==> config.mk <==
export PLATFORM = sky130hd
export DESIGN_NAME = codec_fifo_ctrl
export DESIGN_NICKNAME = d
export VERILOG_FILES = /design/src/rtl/codec_fifo_pkg.sv /design/src/rtl/codec_sample_fifo.sv /design/src/rtl/codec_stat_regs.sv /design/src/rtl/codec_fifo_ctrl.sv
export SDC_FILE = /design/constraint.sdc
export NUM_CORES = 1
export LEC_CHECK = 0
export ABC_AREA = 1
export CAP_MARGIN = 0
export CORE_MARGIN = 1.5
export CORE_UTILIZATION = 45
export CTS_CLUSTER_SIZE = 16
export DETAILED_ROUTE_END_ITERATION = 12
export DONT_BUFFER_PORTS = 1
export PLACE_DENSITY_LB_ADDON = 0.3
export SETUP_SLACK_MARGIN = 0.2
export SLEW_MARGIN = 30
export SYNTH_ARGS = -nofsm -noshare
export SYNTH_HDL_FRONTEND = slang
export SYNTH_SLANG_ARGS = --single-unit
==> constraint.sdc <==
create_clock -name clk -period 7.15 [get_ports clk]
set_input_delay 1.0725 -clock clk [delete_from_list [all_inputs] [get_ports clk]]
set_output_delay 1.0725 -clock clk [all_outputs]
set_load 0.005 [all_outputs]
==> src/rtl/codec_fifo_pkg.sv <==
package codec_fifo_pkg;
    typedef enum logic [2:0] {
        ADR_DATA = 3'd0,
        ADR_STAT = 3'd1,
        ADR_MASK = 3'd2,
        ADR_THR  = 3'd3,
        ADR_CTL  = 3'd4
    } reg_addr_e;

    // status bit positions (host software decodes these)
    localparam int SB_RIRQ = 0;
    localparam int SB_TIRQ = 1;
    localparam int SB_RERR = 2;
    localparam int SB_TERR = 3;
    localparam int SB_RFNE = 4;
    localparam int SB_TFNE = 5;
    localparam int SB_RSAT = 6;
    localparam int SB_TSAT = 7;
endpackage

==> src/rtl/codec_sample_fifo.sv <==
module codec_sample_fifo #(
    parameter int W     = 16,
    parameter int DEPTH = 16
) (
    input  logic                         clk,
    input  logic                         rst_n,
    input  logic                         push,
    input  logic [W-1:0]                 din,
    input  logic                         pop,
    output logic [W-1:0]                 dout,
    output logic [$clog2(DEPTH+1)-1:0]   count,
    output logic                         empty,
    output logic                         full
);
    localparam int AW = $clog2(DEPTH);
    localparam int CW = $clog2(DEPTH+1);

    typedef struct packed {
        logic [AW-1:0] wp;
        logic [AW-1:0] rp;
        logic [CW-1:0] cnt;
    } fifo_st_t;

    fifo_st_t s_d, s_q;
    logic [W-1:0] mem_q [DEPTH];
    logic do_push, do_pop;

    assign empty   = (s_q.cnt == '0);
    assign full    = (s_q.cnt == CW'(DEPTH));
    assign do_push = push && !full;
    assign do_pop  = pop && !empty;
    assign count   = s_q.cnt;
    assign dout    = empty ? '0 : mem_q[s_q.rp];

    always_comb begin
        s_d = s_q;
        if (do_push)
            s_d.wp = (s_q.wp == AW'(DEPTH-1)) ? '0 : s_q.wp + 1'b1;
        if (do_pop)
            s_d.rp = (s_q.rp == AW'(DEPTH-1)) ? '0 : s_q.rp + 1'b1;
        case ({do_push, do_pop})
            2'b10:   s_d.cnt = s_q.cnt + 1'b1;
            2'b01:   s_d.cnt = s_q.cnt - 1'b1;
            default: s_d.cnt = s_q.cnt;
        endcase
    end

    always_ff @(posedge clk or negedge rst_n) begin
        if (!rst_n) s_q <= '0;
        else        s_q <= s_d;
    end

    always_ff @(posedge clk) begin
        if (do_push) mem_q[s_q.wp] <= din;
    end

    AST_FULL_PUSH_DROP: assert property (@(posedge clk) disable iff (!rst_n)
        (full && push && !pop) |=> (count == CW'(DEPTH)));
    AST_EMPTY_POP_HOLD: assert property (@(posedge clk) disable iff (!rst_n)
        (empty && pop && !push) |=> empty);
    AST_NO_OVERFLOW: assert property (@(posedge clk) disable iff (!rst_n)
        count <= CW'(DEPTH));
endmodule

==> src/rtl/codec_stat_regs.sv <==
module codec_stat_regs #(
    parameter int THR_W = 4
) (
    input  logic             clk,
    input  logic             rst_n,
    input  logic             wr_stat,
    input  logic             wr_mask,
    input  logic             wr_thr,
    input  logic             wr_ctl,
    input  logic [7:0]       wdata,
    input  logic             rx_err_ev,
    input  logic             tx_err_ev,
    input  logic             rx_sat_ev,
    input  logic             tx_sat_ev,
    output logic [3:0]       irq_en,
    output logic [THR_W-1:0] thr,
    output logic             rx_en,
    output logic             tx_en,
    output logic             rerr,
    output logic             terr,
    output logic             rsat,
    output logic             tsat
);
    import codec_fifo_pkg::*;

    typedef struct packed {
        logic [3:0]       irq_en;
        logic [THR_W-1:0] thr;
        logic             rx_en;
        logic             tx_en;
        logic             rerr;
        logic             terr;
        logic             rsat;
        logic             tsat;
    } regs_t;

    regs_t r_d, r_q;

    always_comb begin
        r_d = r_q;
        if (wr_mask) r_d.irq_en = wdata[3:0];
        if (wr_thr)  r_d.thr    = wdata[THR_W-1:0];
        if (wr_ctl) begin
            r_d.rx_en = wdata[0];
            r_d.tx_en = wdata[1];
        end
        if (wr_stat) begin
            if (wdata[SB_RERR]) r_d.rerr = 1'b0;
            if (wdata[SB_TERR]) r_d.terr = 1'b0;
            if (wdata[SB_RSAT]) r_d.rsat = 1'b0;
            if (wdata[SB_TSAT]) r_d.tsat = 1'b0;
        end
        if (rx_err_ev) r_d.rerr = 1'b1;
        if (tx_err_ev) r_d.terr = 1'b1;
        if (rx_sat_ev) r_d.rsat = 1'b1;
        if (tx_sat_ev) r_d.tsat = 1'b1;
    end

    always_ff @(posedge clk or negedge rst_n) begin
        if (!rst_n) r_q <= '0;
        else        r_q <= r_d;
    end

    assign irq_en = r_q.irq_en;
    assign thr    = r_q.thr;
    assign rx_en  = r_q.rx_en;
    assign tx_en  = r_q.tx_en;
    assign rerr   = r_q.rerr;
    assign terr   = r_q.terr;
    assign rsat   = r_q.rsat;
    assign tsat   = r_q.tsat;

    AST_RX_SAT_LATCH: assert property (@(posedge clk) disable iff (!rst_n)
        rx_sat_ev |=> rsat);
    AST_TX_SAT_LATCH: assert property (@(posedge clk) disable iff (!rst_n)
        tx_sat_ev |=> tsat);
    AST_RERR_STICKY: assert property (@(posedge clk) disable iff (!rst_n)
        (rerr && !(wr_stat && wdata[SB_RERR])) |=> rerr);
    AST_TERR_STICKY: assert property (@(posedge clk) disable iff (!rst_n)
        (terr && !(wr_stat && wdata[SB_TERR])) |=> terr);
endmodule

==> src/rtl/codec_fifo_ctrl.sv <==
module codec_fifo_ctrl #(
    parameter int SAMPLE_W = 16,
    parameter int DEPTH    = 16
) (
    input  logic                clk,
    input  logic                rst_n,
    input  logic                bus_sel,
    input  logic                bus_wr,
    input  logic                bus_rd,
    input  logic [2:0]          bus_addr,
    input  logic [SAMPLE_W-1:0] bus_wdata,
    output logic [SAMPLE_W-1:0] bus_rdata,
    input  logic                rx_push,
    input  logic [SAMPLE_W-1:0] rx_sample,
    input  logic                tx_pop,
    output logic [SAMPLE_W-1:0] tx_sample,
    input  logic                rx_sat_filt,
    input  logic                rx_sat_gain,
    input  logic                tx_sat_filt,
    input  logic                tx_sat_mod,
    output logic                irq
);
    import codec_fifo_pkg::*;

    localparam int CW    = $clog2(DEPTH+1);
    localparam int THR_W = $clog2(DEPTH);

    logic              acc_wr, acc_rd;
    logic              host_pop, host_push;
    logic [SAMPLE_W-1:0] rx_head;
    logic [CW-1:0]     rx_cnt, tx_cnt;
    logic              rx_empty, rx_full, tx_empty, tx_full;
    logic [3:0]        irq_en;
    logic [THR_W-1:0]  thr;
    logic              rx_en, tx_en, rerr, terr, rsat, tsat;
    logic              rx_err_ev, tx_err_ev;
    logic              rirq, tirq;
    logic [7:0]        status;

    assign acc_wr    = bus_sel && bus_wr;
    assign acc_rd    = bus_sel && bus_rd;
    assign host_pop  = acc_rd && (reg_addr_e'(bus_addr) == ADR_DATA);
    assign host_push = acc_wr && (reg_addr_e'(bus_addr) == ADR_DATA);

    codec_sample_fifo #(.W(SAMPLE_W), .DEPTH(DEPTH)) u_rx_fifo (
        .clk(clk), .rst_n(rst_n),
        .push(rx_push), .din(rx_sample), .pop(host_pop),
        .dout(rx_head), .count(rx_cnt), .empty(rx_empty), .full(rx_full)
    );

    codec_sample_fifo #(.W(SAMPLE_W), .DEPTH(DEPTH)) u_tx_fifo (
        .clk(clk), .rst_n(rst_n),
        .push(host_push), .din(bus_wdata), .pop(tx_pop),
        .dout(tx_sample), .count(tx_cnt), .empty(tx_empty), .full(tx_full)
    );

    assign rx_err_ev = rx_en && ((host_pop && rx_empty) || (rx_push && rx_full));
    assign tx_err_ev = tx_en && ((tx_pop && tx_empty) || (host_push && tx_full));

    codec_stat_regs #(.THR_W(THR_W)) u_regs (
        .clk(clk), .rst_n(rst_n),
        .wr_stat(acc_wr && (reg_addr_e'(bus_addr) == ADR_STAT)),
        .wr_mask(acc_wr && (reg_addr_e'(bus_addr) == ADR_MASK)),
        .wr_thr (acc_wr && (reg_addr_e'(bus_addr) == ADR_THR)),
        .wr_ctl (acc_wr && (reg_addr_e'(bus_addr) == ADR_CTL)),
        .wdata(bus_wdata[7:0]),
        .rx_err_ev(rx_err_ev), .tx_err_ev(tx_err_ev),
        .rx_sat_ev(rx_sat_filt || rx_sat_gain),
        .tx_sat_ev(tx_sat_filt || tx_sat_mod),
        .irq_en(irq_en), .thr(thr), .rx_en(rx_en), .tx_en(tx_en),
        .rerr(rerr), .terr(terr), .rsat(rsat), .tsat(tsat)
    );

    assign rirq = rx_en && (rx_cnt >= CW'(thr));
    assign tirq = tx_en && (tx_cnt <  CW'(thr));

    always_comb begin
        status          = '0;
        status[SB_RIRQ] = rirq;
        status[SB_TIRQ] = tirq;
        status[SB_RERR] = rerr;
        status[SB_TERR] = terr;
        status[SB_RFNE] = !rx_empty;
        status[SB_TFNE] = !tx_empty;
        status[SB_RSAT] = rsat;
        status[SB_TSAT] = tsat;
    end

    assign irq = |(status[3:0] & irq_en);

    always_comb begin
        bus_rdata = '0;
        case (reg_addr_e'(bus_addr))
            ADR_DATA: bus_rdata = rx_head;
            ADR_STAT: bus_rdata = SAMPLE_W'(status);
            ADR_MASK: bus_rdata = SAMPLE_W'(irq_en);
            ADR_THR:  bus_rdata = SAMPLE_W'(thr);
            ADR_CTL:  bus_rdata = SAMPLE_W'({tx_en, rx_en});
            default:  bus_rdata = '0;
        endcase
    end

    AST_IRQ_BLOCKED: assert property (@(posedge clk) disable iff (!rst_n)
        (irq_en == 4'd0) |-> !irq);
    AST_RX_OFF_NO_ERR: assert property (@(posedge clk) disable iff (!rst_n)
        (!rx_en && !rerr && !(bus_sel && bus_wr)) |=> !rerr);
    AST_TX_OFF_NO_ERR: assert property (@(posedge clk) disable iff (!rst_n)
        (!tx_en && !terr && !(bus_sel && bus_wr)) |=> !terr);
    AST_EMPTY_READ_ZERO: assert property (@(posedge clk) disable iff (!rst_n)
        (host_pop && rx_empty) |-> (bus_rdata == '0));
endmodule

==> flow_summary.json <==
{
  "num_io_pins": 79,
  "drt_pass1_iterations": 5,
  "n_fill_cell": 4529,
  "syn2layout_area_growth_pct": 10.2,
  "fin_setup_tns_ns": 0,
  "synth_compound_area_share_pct": 3.30,
  "final_layout_size_suffix_gt1_share_pct": 6.08,
  "via_per_inst": 5.22,
  "grt_pass1_vias": 15386,
  "syn_nets": 2400,
  "row_count": 84,
  "critical_path.startpoint": "u_tx_fifo.s_q[5]",
  "total_power_mw": 9.70,
  "synthCells": 2327,
  "synth_xor_xnor_area_share_pct": 0.474,
  "grt_pass1_wl_um": 88600,
  "yosys.area_share.simple_pct": 20.7,
  "dieArea_um2": 54800,
  "slew-limit-headroom_pct": 37.0,
  "drv_cap": 0,
  "grt_overflow": 0,
  "h-tree-depth": 2,
  "netlist_area_um2": 24000,
  "drc": 0,
  "cts_buffer_depth": 3,
  "antenna_found_initial": 0,
  "diodes": 0,
  "synth_seq_cells": 552,
  "drtIter0Drc": 1423,
  "synth_cell_types": 34,
  "wl_per_cell_um": 18.8,
  "gp_congestion": 0.846,
  "postCtsSetupRepairBufs": 0,
  "synthMuxAreaShare_pct": 0,
  "rsz0062_at_grt": "false",
  "holdWs_ns": 0.154,
  "cts_sinks": 552,
  "clk_latency_ns": 0.63,
  "dp_hpwl_um": 33000,
  "reg2reg_from": "u_tx_fifo.s_q[5]",
  "fp.dieH_um": 234,
  "maxSlewViolCount": 0,
  "fin_skew_ns": 0.0248,
  "cts_hold_buf": 0,
  "power_density_nw_per_um2": 366,
  "coreArea_um2": 52700,
  "grtUsageTotal_pct": 21.2,
  "synth_top_family_by_area": "simple AND/OR/NAND/NOR gates",
  "hp-class": "input port to async pin",
  "synthAdderAreaFrac_pct": 1.47,
  "critPathArrivalTime_ns": 4.05,
  "yosysWarnings": 0,
  "vias": 15934,
  "setup_viol": 0,
  "cts_buffers": 55,
  "avgSynthCellArea_um2": 10.3,
  "layout_worst_path_cycle_share_pct": 71.7,
  "cts.repair.resized": 0,
  "start_util_pct": 45.6,
  "seq_area_um2": 16400,
  "io_buffers": 0,
  "clkTransAtPathRegs_ns": 0.06,
  "finalHoldViolations": 0,
  "fin_crit_ns": 5.13,
  "postRouteAntennaNets": 0,
  "ir_drop_v": 0.000229,
  "die_x_um": 234,
  "endpoint_kind": "output pin",
  "path_max_fanout": 70,
  "worstPathRequired_ns": 6.08,
  "root_buffer": "clkbuf_16",
  "final_nets": 2395,
  "setup_ws_ns": 2.02,
  "multi_input_area_um2": 6320,
  "wl_um": 57400,
  "synth_seq_area_share_pct": 68.1,
  "fmax_mhz": 195,
  "critPathLaunchType": "flop",
  "grt_max_degree": 81,
  "p_leak_nw": 10.7,
  "cts_tree": "yes",
  "outcome": "finished, final reports clean",
  "tightest_slew_ns": 0.940,
  "place_ws_ns": 2.73,
  "crit_type": "flop to output pin"
}
==> through the flow <==
stage,util [%],cell area (µm²),instances
after floorplan,-,24000,2327
after global placement,47.0,24700,2953
after detailed placement,47.0,24800,2953
after CTS,50.3,26500,3055
after global routing,50.3,26500,3055
final,50.3,26500,3055
==> final timing paths <==
check                                     end  cells past startpoint  slack, ns
setup / recovery                 tx_sample[8]                      9       2.02
hold / removal             u_rx_fifo.count[4]                      0       0.15
setup reg to reg             u_tx_fifo.s_q[5]                      4       4.15
hold reg to reg                 u_regs.thr[3]                      2       0.50
max in group asynchronous    u_tx_fifo.s_q[5]                      0       6.90
min in group clk                u_regs.thr[3]                      2       0.50
==> critical path, cell delays in order (launching register included) <==
cell and delay, ns:
dfrtp_4 0.90, clkinv_2 0.96, buf_4 0.63, nand2_1 0.14
nand3_1 0.07, nand2_1 0.10, nand2_1 0.05, nand2_1 0.12
inv_1 0.05, a21oi_1 0.30
==> logic make-up after synthesis <==
| family | count (synthesis) |
|---|---|
| fa+ha+maj | 27 |
| flops | 552 |
| compound gates | 151 |
| simple gates | 1245 |
| buf+inv | 339 |
| xor+xnor | 13 |
==> registers in the layout, summed over array words and instances, names as in the netlist, 4 cells and up <==
| name | flops |
|---|---|
| u_tx_fifo.s_q | 8 |
| u_regs.thr | 4 |
| u_tx_fifo.count | 5 |
| u_rx_fifo.mem_q | 256 |
| u_rx_fifo.s_q | 8 |
| u_regs.irq_en | 4 |
| u_rx_fifo.count | 5 |
| u_tx_fifo.mem_q | 256 |
==> layout make-up <==
cell class,instances,share of cell area (%)
clock buffers,74,5.54
clock inverters,28,1.02
inverters,240,3.43
multi-input cells,1436,23.9
flip-flops and latches,552,61.9
well taps,688,3.25
repair buffers,37,1.05
==> cell usage after synthesis <==
cell type	count	share of area [%]
inv_1	227	3.5
o21bai_1	1	0.031
xor2_1	9	0.33
a31oi_1	2	0.052
nand4_1	5	0.13
nor2_1	184	2.9
inv_2	7	0.11
clkbuf_2	1	0.021
xnor2_1	4	0.15
o21ai_2	1	0.036
buf_4	27	0.84
fa_1	2	0.17
a21boi_0	1	0.031
o21ai_1	7	0.15
buf_2	38	0.79
edfxtp_1	512	64
clkbuf_1	22	0.34
dfrtp_1	40	4.2
nor3_1	13	0.27
o21ai_0	95	2.0
nand2_2	2	0.052
nand3_1	199	4.1
o2bb2ai_1	2	0.073
nand2_1	838	13
clkinv_1	6	0.094
nand3b_1	2	0.062
a21boi_1	1	0.031
or2_2	2	0.052
buf_6	1	0.047
o211ai_1	3	0.094
buf_1	10	0.16
a21oi_1	36	0.75
a211o_1	2	0.073
ha_1	25	1.3
==> report_power, final <==
part	switching, mW	leakage (nW)	internal [mW]
Sequential	0.304	5.09	3.76
Combinational	1.99	4.77	0.847
Clock	1.21	0.831	1.59
Total	3.50	10.7	6.20
==> placed cells by master, fill, tap and decap left out, drive strengths merged <==
master      n
nand2     840
edfxtp    512
inv       233
nand3     199
nor2      184
o21ai     103
clkbuf     74
dfrtp      40
buf        37
a21oi      36
clkinv     28
ha         25
nor3       13
xor2        9
nand4       5
xnor2       4
bufinv      4
o211ai      3
clkinvlp    3
or2         2
o2bb2ai     2
nand3b      2
a31oi       2
a211o       2
fa          2
a21boi      2
o21bai      1
==> layer usage <==
metal | wire length, µm | part of all wire, % | GRT usage (%)
met5 | 0 | 0 | 0
met4 | 1250 | 2.2 | 6.05
met3 | 4090 | 7.1 | 3.39
met2 | 28100 | 49 | 35.7
met1 | 23900 | 42 | 28.6
No activity file was read; power rests on OpenSTA's default activity.
